### src/rtl/keyed_regs_pkg.sv
package keyed_regs_pkg;

  localparam int DATA_W      = 32;
  localparam int ADDR_W      = 12;
  localparam int IDX_W       = ADDR_W - 2;

  localparam int NUM_PAIRS   = 4;
  localparam int NUM_STRAPS  = 2;
  localparam int STRAP_FIRST = NUM_PAIRS - NUM_STRAPS;
  localparam int NUM_SCRATCH = 4;

  localparam int IDX_KEY     = 0;
  localparam int IDX_REV     = 1;
  localparam int IDX_ID0     = 2;
  localparam int IDX_ID1     = 3;
  localparam int PAIR_BASE   = 4;
  localparam int PAIR_STRIDE = 4;
  localparam int CLR_OFS     = 1;
  localparam int PROT_OFS    = 2;
  localparam int IDX_CLKP    = PAIR_BASE + PAIR_STRIDE * NUM_PAIRS;
  localparam int IDX_CLKX    = IDX_CLKP + 1;
  localparam int IDX_RNGC    = IDX_CLKP + 2;
  localparam int IDX_RNGD    = IDX_CLKP + 3;
  localparam int SCR_BASE    = IDX_CLKP + 4;

  localparam int LOCK_BIT    = DATA_W - 1;

  localparam logic [DATA_W-1:0] PAIR_DEFAULT [STRAP_FIRST] = '{32'hF0C30ED8, 32'h0FF07F8A};
  localparam logic [DATA_W-1:0] ID0_VALUE  = 32'h5A5A0001;
  localparam logic [DATA_W-1:0] ID1_VALUE  = 32'h0000C0DE;
  localparam logic [DATA_W-1:0] CLKP_DEF   = 32'h100040A1;
  localparam logic [DATA_W-1:0] CLKX_DEF   = 32'h00000000;
  localparam logic [DATA_W-1:0] RNGC_DEF   = 32'h0000000E;
  localparam logic [DATA_W-1:0] LFSR_MASK  = 32'h80200003;

  function automatic int setIdx(input int p);
    return PAIR_BASE + PAIR_STRIDE * p;
  endfunction

  typedef struct packed {
    logic                   keyWr;
    logic                   keyMatch;
    logic [NUM_PAIRS-1:0]   pairSet;
    logic [NUM_PAIRS-1:0]   pairClr;
    logic [NUM_STRAPS-1:0]  protWr;
    logic                   clkpWr;
    logic                   clkxWr;
    logic                   rngcWr;
    logic [NUM_SCRATCH-1:0] scrWr;
    logic                   openWr;
    logic                   rdEn;
    logic                   rdInRange;
    logic                   rngAdv;
    logic [IDX_W-1:0]       rdIdx;
  } regStrobes_t;

endpackage

### src/rtl/keyed_regs_ctrl.sv
module keyed_regs_ctrl
  import keyed_regs_pkg::*;
#(
  parameter logic [31:0] KEY_VALUE  = 32'h1688A8A8,
  parameter int          NUM_REGS   = 64,
  parameter int          PROT_LIMIT = 48
) (
  input  logic                  wrEn,
  input  logic                  rdEn,
  input  logic [ADDR_W-1:0]     addr,
  input  logic [DATA_W-1:0]     wrData,
  input  logic                  keyOpen,
  input  logic [NUM_STRAPS-1:0] strapProtOn,
  output regStrobes_t           strb
);

  logic [IDX_W-1:0] idx;
  int               idxInt;
  logic             inRange;
  logic             guarded;
  logic             wrOk;

  assign idx     = addr[ADDR_W-1:2];
  assign idxInt  = int'(idx);
  assign inRange = idxInt < NUM_REGS;
  assign guarded = (idxInt > IDX_KEY) && (idxInt < PROT_LIMIT);
  assign wrOk    = wrEn && inRange && (!guarded || keyOpen);

  logic [NUM_PAIRS-1:0]   setHit;
  logic [NUM_PAIRS-1:0]   clrHit;
  logic [NUM_STRAPS-1:0]  protHit;
  logic [NUM_SCRATCH-1:0] scrHit;

  for (genvar p = 0; p < NUM_PAIRS; p++) begin : g_pair
    if (p >= STRAP_FIRST) begin : g_strap
      assign setHit[p] = wrOk && (idxInt == setIdx(p)) && !strapProtOn[p-STRAP_FIRST];
      assign protHit[p-STRAP_FIRST] = wrOk && (idxInt == setIdx(p) + PROT_OFS);
    end else begin : g_plain
      assign setHit[p] = wrOk && (idxInt == setIdx(p));
    end
    assign clrHit[p] = wrOk && (idxInt == setIdx(p) + CLR_OFS);
  end

  for (genvar s = 0; s < NUM_SCRATCH; s++) begin : g_scr
    assign scrHit[s] = wrOk && (idxInt == SCR_BASE + s);
  end

  always_comb begin
    strb           = '0;
    strb.keyWr     = wrOk && (idxInt == IDX_KEY);
    strb.keyMatch  = (wrData == KEY_VALUE);
    strb.pairSet   = setHit;
    strb.pairClr   = clrHit;
    strb.protWr    = protHit;
    strb.clkpWr    = wrOk && (idxInt == IDX_CLKP);
    strb.clkxWr    = wrOk && (idxInt == IDX_CLKX);
    strb.rngcWr    = wrOk && (idxInt == IDX_RNGC);
    strb.scrWr     = scrHit;
    strb.openWr    = wrOk && (idxInt == PROT_LIMIT);
    strb.rdEn      = rdEn;
    strb.rdInRange = inRange;
    strb.rngAdv    = rdEn && inRange && (idxInt == IDX_RNGD);
    strb.rdIdx     = idx;
  end

endmodule

### src/rtl/keyed_regs_dp.sv
module keyed_regs_dp
  import keyed_regs_pkg::*;
#(
  parameter logic [31:0] LFSR_SEED  = 32'h2468ACE1,
  parameter int          PROT_LIMIT = 48
) (
  input  logic                  clk,
  input  logic                  rstN,
  input  regStrobes_t           strb,
  input  logic [DATA_W-1:0]     wrData,
  input  logic [DATA_W-1:0]     strapInit [NUM_STRAPS],
  input  logic [DATA_W-1:0]     revisionIn,
  input  logic                  keyInit,
  output logic                  keyOpen,
  output logic [NUM_STRAPS-1:0] strapProtOn,
  output logic [DATA_W-1:0]     rdData
);

  logic              keyFlag;
  logic [DATA_W-1:0] revReg;
  logic [DATA_W-1:0] pairReg [NUM_PAIRS];
  logic [DATA_W-1:0] protReg [NUM_STRAPS];
  logic [DATA_W-1:0] clkpReg;
  logic [DATA_W-1:0] clkxReg;
  logic [DATA_W-1:0] rngcReg;
  logic [DATA_W-1:0] scrReg  [NUM_SCRATCH];
  logic [DATA_W-1:0] openReg;
  logic [DATA_W-1:0] lfsr;
  logic [DATA_W-1:0] rdMux;
  int                rIdx;

  function automatic logic [DATA_W-1:0] lfsrStep(input logic [DATA_W-1:0] s);
    return (s >> 1) ^ (s[0] ? LFSR_MASK : '0);
  endfunction

  assign keyOpen = keyFlag;

  always_ff @(posedge clk) begin
    if (!rstN) begin
      keyFlag <= keyInit;
      revReg  <= revisionIn;
      clkpReg <= CLKP_DEF;
      clkxReg <= CLKX_DEF;
      rngcReg <= RNGC_DEF;
      openReg <= '0;
      lfsr    <= LFSR_SEED;
    end else begin
      if (strb.keyWr)  keyFlag <= strb.keyMatch;
      if (strb.clkpWr) clkpReg <= wrData;
      if (strb.clkxWr) clkxReg <= wrData;
      if (strb.rngcWr) rngcReg <= wrData;
      if (strb.openWr) openReg <= wrData;
      if (strb.rngAdv) lfsr    <= lfsrStep(lfsr);
    end
  end

  for (genvar p = 0; p < NUM_PAIRS; p++) begin : g_pair
    logic [DATA_W-1:0] resetVal;
    if (p >= STRAP_FIRST) begin : g_strapInit
      assign resetVal = strapInit[p-STRAP_FIRST];
    end else begin : g_fixedInit
      assign resetVal = PAIR_DEFAULT[p];
    end

    always_ff @(posedge clk) begin
      if (!rstN)                 pairReg[p] <= resetVal;
      else if (strb.pairSet[p])  pairReg[p] <= pairReg[p] | wrData;
      else if (strb.pairClr[p])  pairReg[p] <= pairReg[p] & ~wrData;
    end

    // a set write never drops a bit that was already stored
    a_r4_set_keeps: assert property (@(posedge clk) disable iff (!rstN)
      strb.pairSet[p] |=> ((pairReg[p] & $past(pairReg[p])) == $past(pairReg[p])));
    // after a clear write, none of the written ones remain
    a_r5_clr_clears: assert property (@(posedge clk) disable iff (!rstN)
      strb.pairClr[p] |=> ((pairReg[p] & $past(wrData)) == '0));
    // storage is frozen while the key is closed
    a_r3_locked_pair: assert property (@(posedge clk) disable iff (!rstN)
      !keyFlag |=> $stable(pairReg[p]));

    if (p >= STRAP_FIRST) begin : g_strapChk
      // protect word nonzero and no clear: the strap holds
      a_r6_prot_blocks_set: assert property (@(posedge clk) disable iff (!rstN)
        (protReg[p-STRAP_FIRST] != '0 && !strb.pairClr[p]) |=> $stable(pairReg[p]));
    end
  end

  for (genvar s = 0; s < NUM_STRAPS; s++) begin : g_prot
    always_ff @(posedge clk) begin
      if (!rstN)               protReg[s] <= '0;
      else if (strb.protWr[s]) protReg[s] <= wrData;
    end
    assign strapProtOn[s] = |protReg[s];
  end

  for (genvar s = 0; s < NUM_SCRATCH; s++) begin : g_scr
    always_ff @(posedge clk) begin
      if (!rstN)              scrReg[s] <= '0;
      else if (strb.scrWr[s]) scrReg[s] <= wrData;
    end
  end

  assign rIdx = int'(strb.rdIdx);

  always_comb begin
    rdMux = '0;
    if (rIdx == IDX_KEY)  rdMux = {{(DATA_W-1){1'b0}}, keyFlag};
    if (rIdx == IDX_REV)  rdMux = revReg;
    if (rIdx == IDX_ID0)  rdMux = ID0_VALUE;
    if (rIdx == IDX_ID1)  rdMux = ID1_VALUE;
    if (rIdx == IDX_CLKP) rdMux = clkpReg;
    if (rIdx == IDX_CLKX) rdMux = clkxReg | (DATA_W'(1) << LOCK_BIT);
    if (rIdx == IDX_RNGC) rdMux = rngcReg;
    if (rIdx == IDX_RNGD) rdMux = lfsr;
    if (rIdx == PROT_LIMIT) rdMux = openReg;
    for (int p = 0; p < NUM_PAIRS; p++) begin
      if (rIdx == setIdx(p) || rIdx == setIdx(p) + CLR_OFS) rdMux = pairReg[p];
    end
    for (int s = 0; s < NUM_STRAPS; s++) begin
      if (rIdx == setIdx(s + STRAP_FIRST) + PROT_OFS) rdMux = protReg[s];
    end
    for (int s = 0; s < NUM_SCRATCH; s++) begin
      if (rIdx == SCR_BASE + s) rdMux = scrReg[s];
    end
  end

  always_ff @(posedge clk) begin
    if (!rstN)          rdData <= '0;
    else if (strb.rdEn) rdData <= strb.rdInRange ? rdMux : '0;
  end

  // the revision word is only ever loaded by reset
  a_r7_rev_stable: assert property (@(posedge clk) disable iff (!rstN)
    1'b1 |=> $stable(revReg));
  // protected plain registers hold while the key is closed
  a_r3_locked_plain: assert property (@(posedge clk) disable iff (!rstN)
    !keyFlag |=> ($stable(clkpReg) && $stable(clkxReg) && $stable(rngcReg)));
  // the key reads back as a single bit
  a_r2_key_bit: assert property (@(posedge clk) disable iff (!rstN)
    (strb.rdEn && strb.rdInRange && rIdx == IDX_KEY) |=> (rdData[DATA_W-1:1] == '0));
  // the clock extension always reports lock
  a_r8_lock_bit: assert property (@(posedge clk) disable iff (!rstN)
    (strb.rdEn && strb.rdInRange && rIdx == IDX_CLKX) |=> rdData[LOCK_BIT]);
  // the generator never falls into the all-zero state
  a_r9_lfsr_live: assert property (@(posedge clk) disable iff (!rstN)
    lfsr != '0);
  // out-of-range reads return zero
  a_r10_oor_zero: assert property (@(posedge clk) disable iff (!rstN)
    (strb.rdEn && !strb.rdInRange) |=> (rdData == '0));
  // read data holds without a read
  a_r11_hold: assert property (@(posedge clk) disable iff (!rstN)
    !strb.rdEn |=> $stable(rdData));

endmodule

### src/rtl/keyed_ctrl_regs.sv
module keyed_ctrl_regs
  import keyed_regs_pkg::*;
#(
  parameter logic [31:0] KEY_VALUE  = 32'h1688A8A8,
  parameter int          NUM_REGS   = 64,
  parameter int          PROT_LIMIT = 48,
  parameter logic [31:0] LFSR_SEED  = 32'h2468ACE1
) (
  input  logic        clk,
  input  logic        rstN,
  input  logic        wrEn,
  input  logic        rdEn,
  input  logic [11:0] addr,
  input  logic [31:0] wrData,
  output logic [31:0] rdData,
  input  logic [31:0] strapAInit,
  input  logic [31:0] strapBInit,
  input  logic [31:0] revisionIn,
  input  logic        keyInit
);

  regStrobes_t           strb;
  logic                  keyOpen;
  logic [NUM_STRAPS-1:0] strapProtOn;
  logic [DATA_W-1:0]     strapInit [NUM_STRAPS];

  assign strapInit[0] = strapAInit;
  assign strapInit[1] = strapBInit;

  keyed_regs_ctrl #(
    .KEY_VALUE (KEY_VALUE),
    .NUM_REGS  (NUM_REGS),
    .PROT_LIMIT(PROT_LIMIT)
  ) ctrl_i (
    .wrEn       (wrEn),
    .rdEn       (rdEn),
    .addr       (addr),
    .wrData     (wrData),
    .keyOpen    (keyOpen),
    .strapProtOn(strapProtOn),
    .strb       (strb)
  );

  keyed_regs_dp #(
    .LFSR_SEED (LFSR_SEED),
    .PROT_LIMIT(PROT_LIMIT)
  ) dp_i (
    .clk        (clk),
    .rstN       (rstN),
    .strb       (strb),
    .wrData     (wrData),
    .strapInit  (strapInit),
    .revisionIn (revisionIn),
    .keyInit    (keyInit),
    .keyOpen    (keyOpen),
    .strapProtOn(strapProtOn),
    .rdData     (rdData)
  );

endmodule

### config.mk
export PLATFORM = sky130hd
export DESIGN_NAME = keyed_ctrl_regs
export DESIGN_NICKNAME = d
export VERILOG_FILES = /design/src/rtl/keyed_regs_pkg.sv /design/src/rtl/keyed_regs_ctrl.sv /design/src/rtl/keyed_regs_dp.sv /design/src/rtl/keyed_ctrl_regs.sv
export SDC_FILE = /design/constraint.sdc
export NUM_CORES = 1
export LEC_CHECK = 0
export BUFFER_PORTS_ARGS = -buffer_cell sky130_fd_sc_hd__buf_2
export CAP_MARGIN = 20
export CORE_MARGIN = 4
export CORE_UTILIZATION = 40
export CTS_CLUSTER_DIAMETER = 50
export CTS_CLUSTER_SIZE = 14
export DETAILED_ROUTE_END_ITERATION = 6
export GPL_ROUTABILITY_DRIVEN = 0
export PLACE_DENSITY_LB_ADDON = 0.08
export SKIP_CTS_REPAIR_TIMING = 1
export SLEW_MARGIN = 20
export SYNTH_ARGS = -nofsm -noshare
export SYNTH_HDL_FRONTEND = slang
export SYNTH_SLANG_ARGS = --single-unit
### constraint.sdc
create_clock -name clk -period 11.4 [get_ports clk]
set_input_delay 0.57 -clock clk [delete_from_list [all_inputs] [get_ports clk]]
set_output_delay 0.57 -clock clk [all_outputs]
set_load 0.02 [all_outputs]
After elaboration in Yosys (flattened, before gate mapping):

Memory sizes are Yosys's and may differ from the RTL's.
Index checks and enable logic that the tools add are counted.

* flip-flop bits (word level): 224
* RAM bits: 320
* input port bits: 145
* output and inout bits: 32
* word-level logic and storage cells: 183
* memories: 3

* magnitude comparators: 3
* equal/unequal tests: 24
* muxes and demuxes: 84
* bitwise gates (word level): 24
* reduce and logical (&&, ||, !) cells: 37

Memory list
* dp_i.pairReg: words 4, bits a word 32, read ports 4, clocked after memory_dff 0, wr ports 4, line keyed_regs_dp.sv:21 `logic [DATA_W-1:0] pairReg [NUM_PAIRS];`
* dp_i.scrReg: words 4, bits a word 32, read ports 4, clocked after memory_dff 0, wr ports 4, line keyed_regs_dp.sv:26 `logic [DATA_W-1:0] scrReg [NUM_SCRATCH];`
* dp_i.protReg: words 2, bits a word 32, read ports 2, clocked after memory_dff 0, wr ports 2, line keyed_regs_dp.sv:22 `logic [DATA_W-1:0] protReg [NUM_STRAPS];`

Operator list (count)
* 32-bit two-way mux: 34
* 32-bit AND: 4
* 32-bit OR: 4
* 10-bit by 6-bit == test with 1-bit output (second input constant): 11
* 32-bit OR reduction: 2
* 10-bit by 5-bit == test with 1-bit output (second input constant): 5
* 1-bit two-way mux: 50
* 32-bit by 29-bit == test with 1-bit output (second input constant): 1
* 32-bit logical NOT: 1
* 32-bit NOT: 1
* 31-bit by 32-bit XOR with 32-bit output: 1
* 1-bit logical AND: 26
* 10-bit by 3-bit == test with 1-bit output (second input constant): 2
* 10-bit by 4-bit == test with 1-bit output (second input constant): 2
* 1-bit OR: 14
* 10-bit by 2-bit == test with 1-bit output (second input constant): 1
* 10-bit by 7-bit == test with 1-bit output (second input constant): 1
* 10-bit by 1-bit greater-than comparator with 1-bit output (second input constant): 1
* 10-bit by 6-bit < comparator with 1-bit output (second input constant): 1
* 10-bit by 7-bit < comparator with 1-bit output (second input constant): 1
* 1-bit logical OR: 5
* 1-bit logical NOT: 3
* 2-bit by 1-bit != test with 1-bit output (second input constant): 1

Depth between registers and ports, before layout:

* depth in word-level cells: 21
* mapped depth: 11

Hierarchy:

From an unflattened synthesis, not the netlist that was laid out.

* cells, all modules: 2640
* area total of the unflattened synthesis: 26852.0 um2

By module, submodules not included
* keyed_regs_dp: times used 1, cells an instance 2572, area each 26379.0 um2, seq. area each 14423.8 um2
* keyed_regs_ctrl: times used 1, cells an instance 68, area each 473.0 um2, seq. area each 0.0 um2

Worst setup path after synthesis:

OpenSTA, ideal clock, no wires.

* path type: input port to flip-flop
* start: input port addr[8]
* end: memory dp_i.scrReg[0][0], enable pin
* library setup time: 0.466 ns
* arrival: 4.270 ns
* setup slack: 6.665 ns
* stages: 6
* path buffers: 2
* cells stage by stage: or4_1 buf_4 buf_6 nor3_4 nand2_1 o21ai_0

RTL lines
* start, declared: line keyed_ctrl_regs.sv:13 `input logic [11:0] addr,`
* end, declared: line keyed_regs_dp.sv:26

==> impl_metrics.csv <==
group,metric,value,unit
power,vdd_ir_drop_max,0.102,mV
final_layout,utilization,46.9,%
setup_path,reg2reg_depth,5,
floorplan,coreArea,64600,sq um
timing,setup_slack,6.57,ns
setup_path,critPathCaptureType,"flop",
synth,ys_types,86,
synth,syn_nets,2865,
routing,routed_wl,126000,um
timing,fin_crit,4.83,ns
clock_network,cts_buffer_depth,3,
timing,setup_tns,0,ns
power,intPower,3.58,mW
setup_path,cpMostUsedCell,"buf_4",
setup_path,arrival,5.15,ns
outcome,outcome,"finished clean",
hold_path,min_path_cells,1,
power,swShare,25.3,%
setup_path,critical_path_required,11.72,ns
setup_path,cp_cell_sequence,"buf_4, buf_4, buf_4, nor4_4, a211oi_2, nor2_2, nand2_4, buf_4, nor3_1",
final_layout,mostFrequentLayoutCells,"nand2_1, edfxtp_1, o21ai_0",
setup_path,crit_family,"buffers and inverters",
global_routing,grt_max_degree,106,
synth,syn-instance-count,2720,
timing,report.final.setup_viol,0,
synth,synth_seq_cells,544,
clock_network,root_buffer,"clkbuf_16",
timing,period_share,42.4,%
setup_path,reg2reg_to,"dp_i.protReg[0][20]",
placement,place_inst,3575,
routing,via_per_inst,6.57,
floorplan,dieArea,69500,sq um
clock_network,clk_pin_slew,0.06,ns
final_layout,fin_nets,2941,
timing,timing.slew.headroom,16.3,%
setup_path,cpMaxStageDelayCell,"buf_4",
timing,worst_pin_slew,1.24,ns
timing,hold_viol,0,
global_routing,grt_pass1_vias,23000,
synth,synth-edff-count,353,
power,p_switching,1.21,mW
power,total_power,4.79,mW
global_routing,antenna_found_initial,5,
routing,drc,0,
placement,io_buffers,174,
global_routing,grt_usage,34.7,%
job,max_cap_violations,0,
synth,syn-cell-area,26200,sq um
timing,fin_skew,0.0266,ns
synth,synth-warning-count,0,
global_routing,overflow,0,
setup_path,crit_fanout,105,
setup_path,start_kind,"input port",
floorplan,die-width,264,um
clock_network,cts_sinks,544,
setup_path,critPathMaxStageDelay,1.02,ns
setup_path,r2r_slack,8.01,ns
timing,drv_slew,0,
power,leakage,10.4,nW
global_routing,grt_pass1_wl,175000,um
timing,clock.fmax,207,MHz
floorplan,die_h,264,um
synth,yosysSeqAreaShare,55.2,%
setup_path,rr_startpoint,"dp_i.keyOpen",
final_layout,instances_no_fill,3710,
final_layout,areaGrowthSynthToFinish,15.9,%
floorplan,initial_core_util,40.5,%
clock_network,clock_latency,0.63,ns
synth,synth_ff_type,"edfxtp_1",
clock_network,cts_buffers,71,
routing,num_vias,24400,
floorplan,ios,177,
power,power_density,158,nW/um^2
power,combPwrFrac,6.3,%
placement,dpl.hpwl,84300,um
synth,async_reset_ff_share,0,%
timing,rsz0062_at_grt,"no",
hold_path,worstHoldEndpoint,"dp_i.revReg[8]",
routing,drt_iter0_markers,3542,
clock_network,ctsHtreeMaxLevel,3,
final_layout,drive_above_1_share,15.5,%
power,clock_power_share,48.2,%
power,seqPwrFrac,45.5,%
final_layout,final_common_cell,"nand2_1",
routing,routedWlPerCell,33.9,um
placement,pre_cts_ws,6.09,ns
routing,first_pass_iters,6,
floorplan,num_rows,93,
hold_path,min-delay-start,"revisionIn[8]",
synth,avgSynthCellArea,9.61,sq um
setup_path,critPathKind,"in2reg",
hold_path,min_path_type,"in2reg",
setup_path,crit_cells,9,
setup_path,timing.critical_path.buf_inv,4,
clock_network,cts_tree,"yes",
routing,ant_nets,0,
[routing by layer]
metal / vias to the layer above / track usage (%) / share of wire [%]
li1: 10200 / - / -
met1: 12100 / 44.2 / 37
met2: 1711 / 53.2 / 44
met3: 383 / 8.56 / 11
met4: 2 / 21.8 / 7.9
met5: - / 0 / 0.034
[registers in the layout (all words and copies together) (netlist names), named ones only]
name	count
dp_i.clkpReg	32
dp_i.clkxReg	31
dp_i.protReg	64
dp_i.pairReg	96
dp_i.openReg	32
dp_i.rdData	32
dp_i.keyOpen	1
dp_i.scrReg	128
dp_i.lfsr	32
dp_i.revReg	32
dp_i.rngcReg	32
[cells in the mapped netlist (26+ instances only)]
cell type  number  share of area (%)
dfxtp_1       191                 15
edfxtp_1      353                 41
a21oi_1       217                4.2
a22oi_1        29               0.83
a22o_1         43                1.4
o2bb2ai_1      26               0.87
nand2_1       430                6.2
nor4_1         37               0.89
o22ai_1        28               0.67
a221oi_1       33                1.1
nor2_1        164                2.4
clkbuf_1      180                2.6
nor3_1        214                4.1
inv_1          33               0.47
o21ai_0       249                4.8
buf_2          47               0.90
mux2i_1        59                2.3
nand3_1        38               0.73
[final cells by class]
class / count / area (sq um)
inverter: 55 / 211
multi-input combinational: 1874 / 10700
clock inverter: 41 / 418
fill: 6225 / 34300
sequential: 544 / 14400
tap: 855 / 1070
timing repair buffer: 250 / 1490
antenna: 1 / 2.50
clock buffer: 90 / 1970
[worst max path at each step]
| stage | end | slack [ns] | startpoint |
|---|---|---|---|
| 2_1_floorplan | dp_i.scrReg[0][0] | 6.66 | addr[8] |
| 3_3_place_gp | dp_i.scrReg[1][30] | 6.19 | addr[2] |
| 3_5_place_dp | dp_i.scrReg[2][0] | 6.09 | addr[2] |
| 4_1_cts | dp_i.scrReg[0][2] | 6.72 | addr[2] |
| 5_1_grt | dp_i.scrReg[2][8] | 6.47 | addr[2] |
| 6_report | dp_i.protReg[0][20] | 6.57 | addr[2] |
[power by group through the flow]
| stage | Clock (mW) | Combinational (mW) | Sequential (mW) |
|---|---|---|---|
| after global routing | 2.39 | 0.308 | 2.18 |
| after CTS | 2.32 | 0.289 | 2.18 |
| after global placement | 0 | 0.285 | 2.22 |
| after detailed placement | 0 | 0.288 | 2.22 |
| final | 2.31 | 0.300 | 2.18 |
| after floorplan | 0 | 0.143 | 2.20 |
[per-stage QoR]
stage                     hold slack (ns)  area [sq um]
after floorplan                     0.432         26200
after global placement              0.438         27800
after detailed placement            0.444         27900
after CTS                          0.0975         30300
after global routing                0.108         30300
final                               0.111         30300
[cells by family (layout without fill, tap and decap cells)]
group	Yosys count	count (layout)	share of synthesized area, %
flops	544	544	55.2
xor+xnor	2	2	0.0670
buf+inv	302	436	4.68
compound gates	808	808	19.6
simple gates	989	989	17.4
mux	75	75	3.08
other cells	0	1	0
(Power assumes the default switching activity.)
